--- src/rtl/sst_addr_seq.sv ---
module sst_addr_seq #(
  parameter int AW = 64,
  parameter int CW = 24,
  parameter int BND_LOG = 11,
  parameter int BEAT_LOG = 4,
  parameter int GW = 21,
  localparam int CNTW = BND_LOG - BEAT_LOG + 1
) (
  input  logic            clk,
  input  logic            rst_n,
  input  logic            start,
  input  logic [CW-1:0]   blk_bytes,
  input  logic [CW-1:0]   remain_bytes,
  input  logic [AW-1:0]   base_addr,
  input  logic            use_a64,
  input  logic            bcast_en,
  input  logic [GW-1:0]   bcast_mask,
  input  logic [1:0]      rate_sel,
  input  logic            ack,
  input  logic            retry,
  input  logic            berr,
  input  logic            mover_done,
  output logic            strobe,
  output logic [1:0]      phase,
  output logic [5:0]      am_out,
  output logic [7:0]      xam_out,
  output logic [AW-1:0]   addr_out,
  output logic [CNTW-1:0] count_out,
  output logic [1:0]      rate_out,
  output logic            xfer_go,
  output logic            done,
  output logic            busy,
  output logic            err_flag
);
  typedef enum logic [2:0] {S_IDLE, S_AP1, S_AP2, S_AP3, S_DATA, S_DONE} st_t;
  localparam logic [BND_LOG:0] BND = (BND_LOG+1)'(1) << BND_LOG;

  st_t st;
  logic [AW-1:0]   addr_q;
  logic [GW-1:0]   mask_q;
  logic [CNTW-1:0] cnt_q;
  logic [1:0]      rate_q;
  logic            a64_q, bc_q;

  logic [BND_LOG:0] room;
  logic [CW-1:0]    room_b, blk_b, rem_b, m_a, m_b;
  logic [CNTW-1:0]  cnt_calc;

  assign room     = BND - {1'b0, base_addr[BND_LOG-1:0]};
  assign room_b   = CW'(room >> BEAT_LOG);
  assign blk_b    = blk_bytes >> BEAT_LOG;
  assign rem_b    = remain_bytes >> BEAT_LOG;
  assign m_a      = (blk_b < rem_b) ? blk_b : rem_b;
  assign m_b      = (m_a < room_b) ? m_a : room_b;
  assign cnt_calc = (m_b == '0) ? CNTW'(1) : m_b[CNTW-1:0];

  always_ff @(posedge clk) begin
    if (!rst_n) begin
      st       <= S_IDLE;
      addr_q   <= '0;
      mask_q   <= '0;
      cnt_q    <= '0;
      rate_q   <= '0;
      a64_q    <= 1'b0;
      bc_q     <= 1'b0;
      err_flag <= 1'b0;
    end else begin
      unique case (st)
        S_IDLE: if (start) begin
          st       <= S_AP1;
          addr_q   <= use_a64 ? base_addr : {{(AW-32){1'b0}}, base_addr[31:0]};
          mask_q   <= bcast_mask;
          cnt_q    <= cnt_calc;
          rate_q   <= (rate_sel == 2'd0) ? 2'd0 : (rate_sel == 2'd1) ? 2'd1 : 2'd2;
          a64_q    <= use_a64;
          bc_q     <= bcast_en;
          err_flag <= 1'b0;
        end
        S_AP1:  if (berr) begin st <= S_IDLE; err_flag <= 1'b1; end
                else if (ack) st <= S_AP2;
        S_AP2:  if (berr) begin st <= S_IDLE; err_flag <= 1'b1; end
                else if (ack) st <= S_AP3;
        S_AP3:  if (berr) begin st <= S_IDLE; err_flag <= 1'b1; end
                else if (retry) st <= S_AP1;
                else if (ack) st <= S_DATA;
        S_DATA: if (berr) begin st <= S_IDLE; err_flag <= 1'b1; end
                else if (mover_done) st <= S_DONE;
        S_DONE: st <= S_IDLE;
        default: st <= S_IDLE;
      endcase
    end
  end

  assign strobe    = (st == S_AP1) || (st == S_AP3);
  assign phase     = (st == S_AP1) ? 2'd1 : (st == S_AP2) ? 2'd2 : (st == S_AP3) ? 2'd3 : 2'd0;
  assign am_out    = (st == S_AP1) ? 6'h20 : 6'h00;
  assign xam_out   = (st == S_AP1) ? {2'b00, bc_q ? 2'b10 : 2'b01, 2'b00, a64_q ? 2'b10 : 2'b01} : 8'h00;
  assign addr_out  = (st == S_AP1 || st == S_AP2) ? addr_q :
                     (st == S_AP3) ? (bc_q ? AW'({mask_q, 1'b0}) : addr_q) : '0;
  assign count_out = (st == S_AP2) ? cnt_q : '0;
  assign rate_out  = (st == S_AP2) ? rate_q : 2'd0;
  assign xfer_go   = (st == S_DATA);
  assign done      = (st == S_DONE);
  assign busy      = (st != S_IDLE);
endmodule

--- config.mk ---
export PLATFORM = sky130hd
export DESIGN_NAME = sst_addr_seq
export DESIGN_NICKNAME = d
export VERILOG_FILES = /design/src/rtl/sst_addr_seq.sv
export SDC_FILE = /design/constraint.sdc
export NUM_CORES = 1
export LEC_CHECK = 0
export BUFFER_PORTS_ARGS = -buffer_cell sky130_fd_sc_hd__buf_4
export CAP_MARGIN = 20
export CORE_UTILIZATION = 41
export DETAILED_ROUTE_END_ITERATION = 6
export PLACE_DENSITY = 0.79
export SLEW_MARGIN = 20
export SYNTH_ARGS = -nofsm -noshare
export SYNTH_HDL_FRONTEND = slang
export SYNTH_SLANG_ARGS = --single-unit
--- constraint.sdc ---
create_clock -name clk -period 4.4 [get_ports clk]
set_clock_uncertainty 0.2 [all_clocks]
set_input_delay 0.44 -clock clk [delete_from_list [all_inputs] [get_ports clk]]
set_output_delay 0.44 -clock clk [all_outputs]
set_load 0.05 [all_outputs]
# Yosys cells after proc, flatten, opt, wreduce, memory -nomap -nowiden
# Cells that the tools add are included.
[word_totals]
inputBits = 144
elab_cells = 66
register_bits = 101
out_inout_bits = 95
[classes]
n_reduce_logical = 11
muxes = 32
n_lt_le_gt_ge = 2
n_eq_ne = 12
add_sub_neg = 1
[op_table]
columns = ["cell", "n"]
rows = [
  ["$mux W64", 4],
  ["$mux W20", 2],
  ["$mux W3", 10],
  ["$logic_not A24 Y1", 1],
  ["$lt A20 B20 Y1", 1],
  ["$lt A20 B8 Y1", 1],
  ["$mux W2", 8],
  ["$mux W8", 2],
  ["$pmux W3 S5", 1],
  ["$mux W6", 2],
  ["$sub A12 B11 Y12 const A", 1],
  ["$ne A3 B3 Y1 const B", 3],
  ["$eq A3 B2 Y1 const B", 2],
  ["$eq A3 B3 Y1 const B", 2],
  ["$reduce_and A5 Y1", 1],
  ["$ne A4 B4 Y1 const B", 1],
  ["$reduce_or A4 Y1", 1],
  ["$eq A3 B1 Y1 const B", 1],
  ["$logic_not A3 Y1", 1],
  ["$reduce_and A3 Y1", 1],
  ["$reduce_bool A3 Y1", 1],
  ["$eq A2 B1 Y1 const B", 1],
  ["$logic_not A2 Y1", 1],
  ["$logic_or A1 B1 Y1", 2],
  ["other kinds (6)", 7],
]

# Longest topological paths before layout
# Gate-level depths: netlist of run 1.
[logic_depth]
depth_word = 6
mapped_depth = 19
depth_no_buf = 16

# Worst setup path after synthesis of run 1
# Ideal clock, no wire load.
[synth_path]
path_kind = "input-to-reg"
from = "input remain_bytes[22]"
to = "register cnt_q[1]"
path_stages = 17
slack_ps = 277
arrival_time_ps = 3787
path_buffers = 1
cell_sequence = "inv_1 -> ha_1 -> nand4_1 -> nor3_2 -> o311ai_0 -> o21a_1 -> buf_2 -> and3_1 -> or2_2 -> ha_1 -> a211oi_1 -> nor2_1 -> nor4_1 -> and2_1 -> a21boi_1 -> or3_1 -> a31oi_1"
[synth_via]
elab_chain_len = 6
[synth_rtl]
columns = ["item", "line_no", "text"]
rows = [
  ["start, declared", "13", "input logic [CW-1:0] remain_bytes,"],
  ["$lt A20 B20 Y1", "53", "assign m_a = (blk_b < rem_b) ? blk_b : rem_b;"],
  ["$mux W20 *", "53", ""],
  ["$lt A20 B8 Y1", "54", "assign m_b = (m_a < room_b) ? m_a : room_b;"],
  ["$mux W20 *", "54", ""],
  ["$logic_not A24 Y1", "55", "assign cnt_calc = (m_b == '0) ? CNTW'(1) : m_b[CNTW-1:0];"],
  ["$mux W8 *", "55", ""],
  ["end signal, assigned", "73", "cnt_q <= cnt_calc;"],
  ["end, declared", "41", "logic [CNTW-1:0] cnt_q;"],
]
# Mark *: on every way between the ends. The rest lies on a longest branch, timed or not.
# A chain may end at the register's enable or synchronous reset.

# Worst setup path after layout of run 1
[layout_path]
from = "input remain_bytes[23]"
to = "register cnt_q[3]"
# Same word-level chain as after synthesis.

==> metrics, run 1 <==
commonest cells after routing, fill and taps aside=247 x buf_4, 124 x nand2_1, 101 x dfxtp_1, 60 x and2_1, 58 x a21boi_0; IO Port Bufs=approximately 220; Non-Filler Instances=1088; worst r2r src=st[1]$_SDFFE_PN0P_; max-cap violation count=0; initial antenna violation count=0; Placeable Area=around 13000 um^2; design area=between 7000 and 8000 um^2; hold depth=2; Synth Cell Area=around 5600 um^2; DP Worst Slack=-0.213 ns; Critical Path End Type=flop; Slew HR=50.6%; Setup Buffers After CTS=0; Lkg Pwr=about 3.6 nW; CTS tree=yes; Total Wirelength=15.8 mm; Pint=roughly 1.7 mW; die area=14100 um^2; Core Rows=42; VDD IR max=roughly 240 uV; Worst Setup Start Kind=primary input; fin util=roughly 59%; total clock sinks=just over 100; CP Data Required Time=4.47 ns; Vias/cell=roughly 5; CP max stage cell=a21oi_1; grt ovf=0; count of final hold-check violations=0; Seq pwr share=39.0%; Total GRT Usage=22.4%; Antenna diodes=0; die height=119 um; P&R area growth vs syn=38.8%; worst hold path type=in -> reg; most used flip-flop cell after synthesis=dfxtp_1; Seq/Total Area, Yosys=a little over a third; crit path launch=remain_bytes[23]; Ports=239; distinct cell type count after synthesis=between 40 and 50; CP Max Fanout=15; GPL Wtd Cong=0.868; Hold Startpoint=base_addr[52]; Mean Syn Cell Area=~8.0 um^2; CP cell instances=buf_4 > inv_1 > ha_1 > nand4_1 > nor3_2 > o311ai_0 > o21a_2 > and3_1 > or2_2 > ha_1 > nand4_1 > a21oi_1 > nor4_2 > and2_4 > and3_1 > buf_4 > or3_1 > a31oi_1; synth warn=0; DR iter-0 viols=between 300 and 400; CTS buffer count=9; fin crit period=4.16 ns; Worst Tran Pin Value=0.741 ns; clock latency on the worst-skew pair=roughly 0.34 ns; final slew viol count=0; Post-synth ARST share=0%; Max Buffers Root-to-Sink=2; Post-DP HPWL=between 10 and 15 mm; Remaining DRCs=0; Placed Cells=between 1000 and 1500; Synth Register Bits=between 100 and 150; vias=around 5500; period utilisation layout=94.6%; pin count of the biggest net entering global routing=between 70 and 80; ANT nets after route=0; Tot Pwr=2.73 mW; fill cell count=approximately 1300; Clock power frac=between 20% and 30%; number of synthesized flops with an enable pin=0; share of layout cells above drive strength 1=between 30% and 40%; CTS root buffer=clkbuf_16; wire per inst=14.5 um; die width=around 120 um; synthesized instance count=701; htree depth=3; most common cell after layout, fill and taps aside=buf_4; crit path kind=in -> reg; vias in the first global route=around 5300; WHS=approximately 0.11 ns; Reg clk slew, reported paths=around 0.080 ns; first drt pass iteration count=4; Reg2Reg Depth=5; switching share of total power=between 30% and 40%; Post-Place Cell Area=approximately 7400 um^2; Fmax=240 MHz; Comb pwr share=between 30% and 40%; Starting Density=~42%; max incr delay on CP=about 0.34 ns; setup TNS=0 ns; endpoints failing setup=0; first-pass GRT wire length=25.6 mm; Switch Pwr=between 1 and 1.5 mW; nets=between 1000 and 1500; Final WS setup=about 0.24 ns; Pwr Density=approximately 350 nW/um^2; status=finished, final reports clean; crit path DAT=4.23 ns
## logic make-up (layout without fill, tap and decap cells)
| family | Yosys count | after routing | synth area share, % |
|---|---|---|---|
| other | 1 | 9 | 0.0669 |
| and+or+nand+nor | 291 | 291 | 26.4 |
| buffers and inverters | 89 | 292 | 6.85 |
| AOI/OAI and AO/OA | 187 | 187 | 23.9 |
| adders and majority gates | 27 | 27 | 5.98 |
| xor gates and xnor gates | 5 | 5 | 0.781 |
| DFF | 101 | 101 | 36.1 |
## synthesized netlist by cell type, types with 15 or more instances
cell type / number / area (um^2)
clkbuf_1: 45 / 169
o21ai_0: 28 / 140
inv_1: 29 / 109
nor2_1: 19 / 71.3
a21oi_1: 19 / 95.1
nand2_1: 125 / 469
and2_1: 62 / 388
dfxtp_1: 101 / 2020
ha_1: 26 / 325
a22o_1: 48 / 420
a21boi_0: 58 / 435
nand3_1: 15 / 75.1
## critical path, delay by kind of cell
kind	cells	cell delay (ns)
buffers and inverters	3	0.27
and+or+nand+nor	9	1.90
AOI/OAI and AO/OA	4	1.03
adders and majority gates	2	0.58
## final cells by class
cell class	count	area, um^2	area share (%)
Sequential cell	101	2020	26.0
Timing Repair Buffer	247	1850	23.8
Multi-Input combinational cell	519	3260	41.9
Inverter	29	109	1.40
Clock inverter	7	88.8	1.14
Clock buffer	9	225	2.89
Tap cell	176	220	2.83
## power groups by stage
| stage | Combinational, mW | Clock [mW] | Sequential [mW] |
|---|---|---|---|
| floorplan | 0.589 | 0 | 1.06 |
| global placement | 0.855 | 0 | 1.08 |
| detailed placement | 0.865 | 0 | 1.09 |
| CTS | 0.869 | 0.822 | 1.07 |
| global route | 0.944 | 0.863 | 1.08 |
| finish | 0.865 | 0.800 | 1.07 |
## flip-flops by register name (all words and copies together), names as in the netlist
register  flops
addr_q       64
bc_q          1
a64_q         1
err_flag      1
st            3
mask_q       21
cnt_q         8
rate_q        2
## path summary, 6_finish.rpt
path	slack, ns	end
worst max-delay path	0.24	cnt_q[3]$_SDFFE_PN0P_
worst min-delay path	0.11	addr_q[52]$_SDFFE_PN0P_
worst max register to register	1.95	cnt_q[0]$_SDFFE_PN0P_
worst min register to register	0.26	addr_q[28]$_SDFFE_PN0P_
## metal layers
| metal | part of all wire (%) | track usage, % | wire [um] | vias up |
|---|---|---|---|---|
| li1 | - | - | - | 2825 |
| met1 | 42 | 26.3 | 6640 | 2507 |
| met2 | 50 | 40.0 | 7910 | 174 |
| met3 | 7.0 | 6.85 | 1110 | 10 |
| met4 | 1.0 | 4.19 | 160 | 0 |
| met5 | 0 | 0 | 0 | - |
## timing repair
action / CTS / global route
resized for setup: 0 / 6
setup endpoints to repair: 0 / 8
hold buffers: 0 / 0
(Power assumes the default switching activity.)
==> run 2: changes to the inputs <==
--- a/config.mk
+++ b/config.mk
@@ -9,7 +9,8 @@
 export CAP_MARGIN = 20
 export CORE_UTILIZATION = 41
 export DETAILED_ROUTE_END_ITERATION = 6
-export PLACE_DENSITY = 0.79
+export PLACE_DENSITY = 0.76
+export REMOVE_ABC_BUFFERS = 1
 export SLEW_MARGIN = 20
 export SYNTH_ARGS = -nofsm -noshare
 export SYNTH_HDL_FRONTEND = slang
==> constraint.sdc (replaced) <==
create_clock -name clk -period 4.7 [get_ports clk]
set_clock_uncertainty 0.2 [all_clocks]
set_input_delay 0.47 -clock clk [delete_from_list [all_inputs] [get_ports clk]]
set_output_delay 0.47 -clock clk [all_outputs]
set_load 0.05 [all_outputs]
==> run 2 against run 1 <==
Setup slack better by 0.10 ns. Total power is 8.0% lower. Cell area decreased by 2.3%. Via count down 0.42%. Clock power down 10%. Sequential power decreased by 7%. Register-to-register slack better by 0.13 ns. Utilization down 1.3 points. Largest cell class unchanged.
==> metrics, run 2 (same netlist as run 1, synthesis figures left out) <==
endpoints failing setup=0 (unchanged); status=finished, final reports clean; Critical Path End Type=flop; met2 wire length=7.45 mm (-5.8%); fin crit period=around 4.4 ns; Remaining DRCs=0 (unchanged); max-cap violation count=0 (unchanged); clock latency on the worst-skew pair=0.34 ns (about the same); nets=1060 (-1.6%); CP Max Fanout=14 (-1); P&R area growth vs syn=35.6%; CTS tree=yes; vias in the first global route=5140 (-3.9%); die area=14100 um^2 (unchanged); Non-Filler Instances=1071 (-1.6%); Lkg Pwr=3.50 nW (-2.9%); most common cell after layout, fill and taps aside=buf_4; die height=119 um (unchanged); Total Wirelength=15.4 mm (-2.7%); Total GRT Usage=21.8% (-0.53 points); max incr delay on CP=0.40 ns (+0.06 ns); htree depth=3 (unchanged); Antenna diodes=0 (unchanged); setup TNS=0 ns (unchanged); die width=119 um (unchanged); period utilisation layout=92.8%; Core Rows=42 (unchanged); Top Registers=addr_q x64, mask_q x21, cnt_q x8; Top reg by flops=addr_q; Final WS setup=0.339 ns (+0.100 ns); worst hold path type=in -> reg; first-pass GRT wire length=25.1 mm (-2.0%); DR iter-0 viols=390 (+27%); share of layout cells above drive strength 1=29.3% (-1.6 points); post_cts resized=0 (unchanged); ANT nets after route=0 (unchanged); RSZ-0062 raised after global routing=false; GPL Wtd Cong=0.867 (about the same); Ports=239 (unchanged); Pwr Density=330 nW/um^2 (-5.9%); count of final hold-check violations=0 (unchanged); IO Port Bufs=221 (unchanged); Tot Pwr=2.51 mW (-8.0%); met1 WL=6.88 mm (+3.7%); initial antenna violation count=0 (unchanged); Max Buffers Root-to-Sink=2 (unchanged); total clock sinks=101 (unchanged); Setup Buffers After CTS=0 (unchanged); Worst Setup Start Kind=primary input; DP Worst Slack=0.0171 ns (+0.230 ns); Vias/cell=5.13 (+1.2%); number of flip-flops in the largest register=64 (unchanged); grt ovf=0 (unchanged); pin count of the biggest net entering global routing=72 (unchanged); CP cell instances=buf_4 > ha_1 > nand4_1 > nor3_2 > o311ai_0 > o21a_2 > and3_1 > or2_2 > ha_1 > a211oi_1 > nor2_1 > nor4_1 > and2_1 > o21ai_0 > a221oi_1 > o31ai_1; CP max stage cell=nor4_1; CP most frequent cell=ha_1; Fmax=approximately 230 MHz; vias=5493 (-0.42%); Placeable Area=13300 um^2 (unchanged); Placed Cells=1055 (-1.6%); Slew HR=52.1% (+1.5 points); wire per inst=14.4 um (-1.2%); CP Data Required Time=4.73 ns (+0.26 ns); Top Metal Used=met4; Reg clk slew, reported paths=0.08 ns (about the same); first drt pass iteration count=4 (unchanged); crit path kind=in -> reg; Worst Tran Pin Value=0.714 ns (-0.0267 ns); CTS root buffer=clkbuf_16; crit path DAT=4.39 ns (+0.16 ns); CTS buffer count=9 (unchanged); VDD IR max=202 uV (-15%); Starting Density=42.2% (unchanged); Post-DP HPWL=11.1 mm (-5.2%); commonest cells after routing, fill and taps aside=230 x buf_4, 124 x nand2_1, 101 x dfxtp_1, 60 x and2_1, 58 x a21boi_0; Hold-fix buffers, CTS=0 (unchanged); final slew viol count=0 (unchanged); met3 WL=869 um (-22%)
run 2: changes by cell type in the layout (fill, tap and decap cells not counted), moves of 2 or more:
cell        delta
buf_4         -17
clkinv_8       -3
clkinvlp_4     +3
nor4_1         +2
nor4_2         -2
run 2: per-stage QoR:
step / cell area, um^2 / hold WS, ns / util (%)
3_3_place_gp: 7320 / 0.248 / 55.0
2_1_floorplan: 5360 / 0.236 / -
5_1_grt: 7600 / 0.125 / 57.2
3_5_place_dp: 7320 / 0.253 / 55.0
6_report: 7600 / 0.128 / 57.2
4_1_cts: 7600 / 0.119 / 57.2
run 2: metal layers:
metal	vias up	track usage, %
li1	2786	-
met1	2530	27.3
met2	161	37.8
met3	16	5.03
met4	0	5.06
met5	-	0
run 2: critical path, delay by kind of cell:
kind / cells / cell delay (ns)
fa+ha+maj: 2 / 0.62
compound gates: 6 / 1.47
buf+inv: 1 / 0.12
simple gates: 7 / 1.70
run 2: cell type report:
| class | instances | area, um^2 |
|---|---|---|
| inverter | 29 | 109 |
| fill | 1302 | 5690 |
| clock inverter | 7 | 58.8 |
| timing repair buffer | 230 | 1730 |
| tap | 176 | 220 |
| multi-input combinational | 519 | 3240 |
| sequential | 101 | 2020 |
| clock buffer | 9 | 225 |
run 2: path summary, 6_finish.rpt:
kind                      startpoint                 endpoint  cells after the start  slack (ns)
min                    base_addr[36]  addr_q[36]$_SDFFE_PN0P_                      2        0.13
max reg2reg       st[1]$_SDFFE_PN0P_    cnt_q[7]$_SDFFE_PN0P_                      5        2.08
max                    blk_bytes[22]    cnt_q[4]$_SDFFE_PN0P_                     16        0.34
min reg2reg  addr_q[24]$_SDFFE_PN0P_  addr_q[24]$_SDFFE_PN0P_                      2        0.26
run 2: report_power, final:
part | total [mW] | internal [mW] | switching (mW)
Sequential | 0.998 | 0.940 | 0.0578
Combinational | 0.794 | 0.282 | 0.511
Clock | 0.720 | 0.368 | 0.352
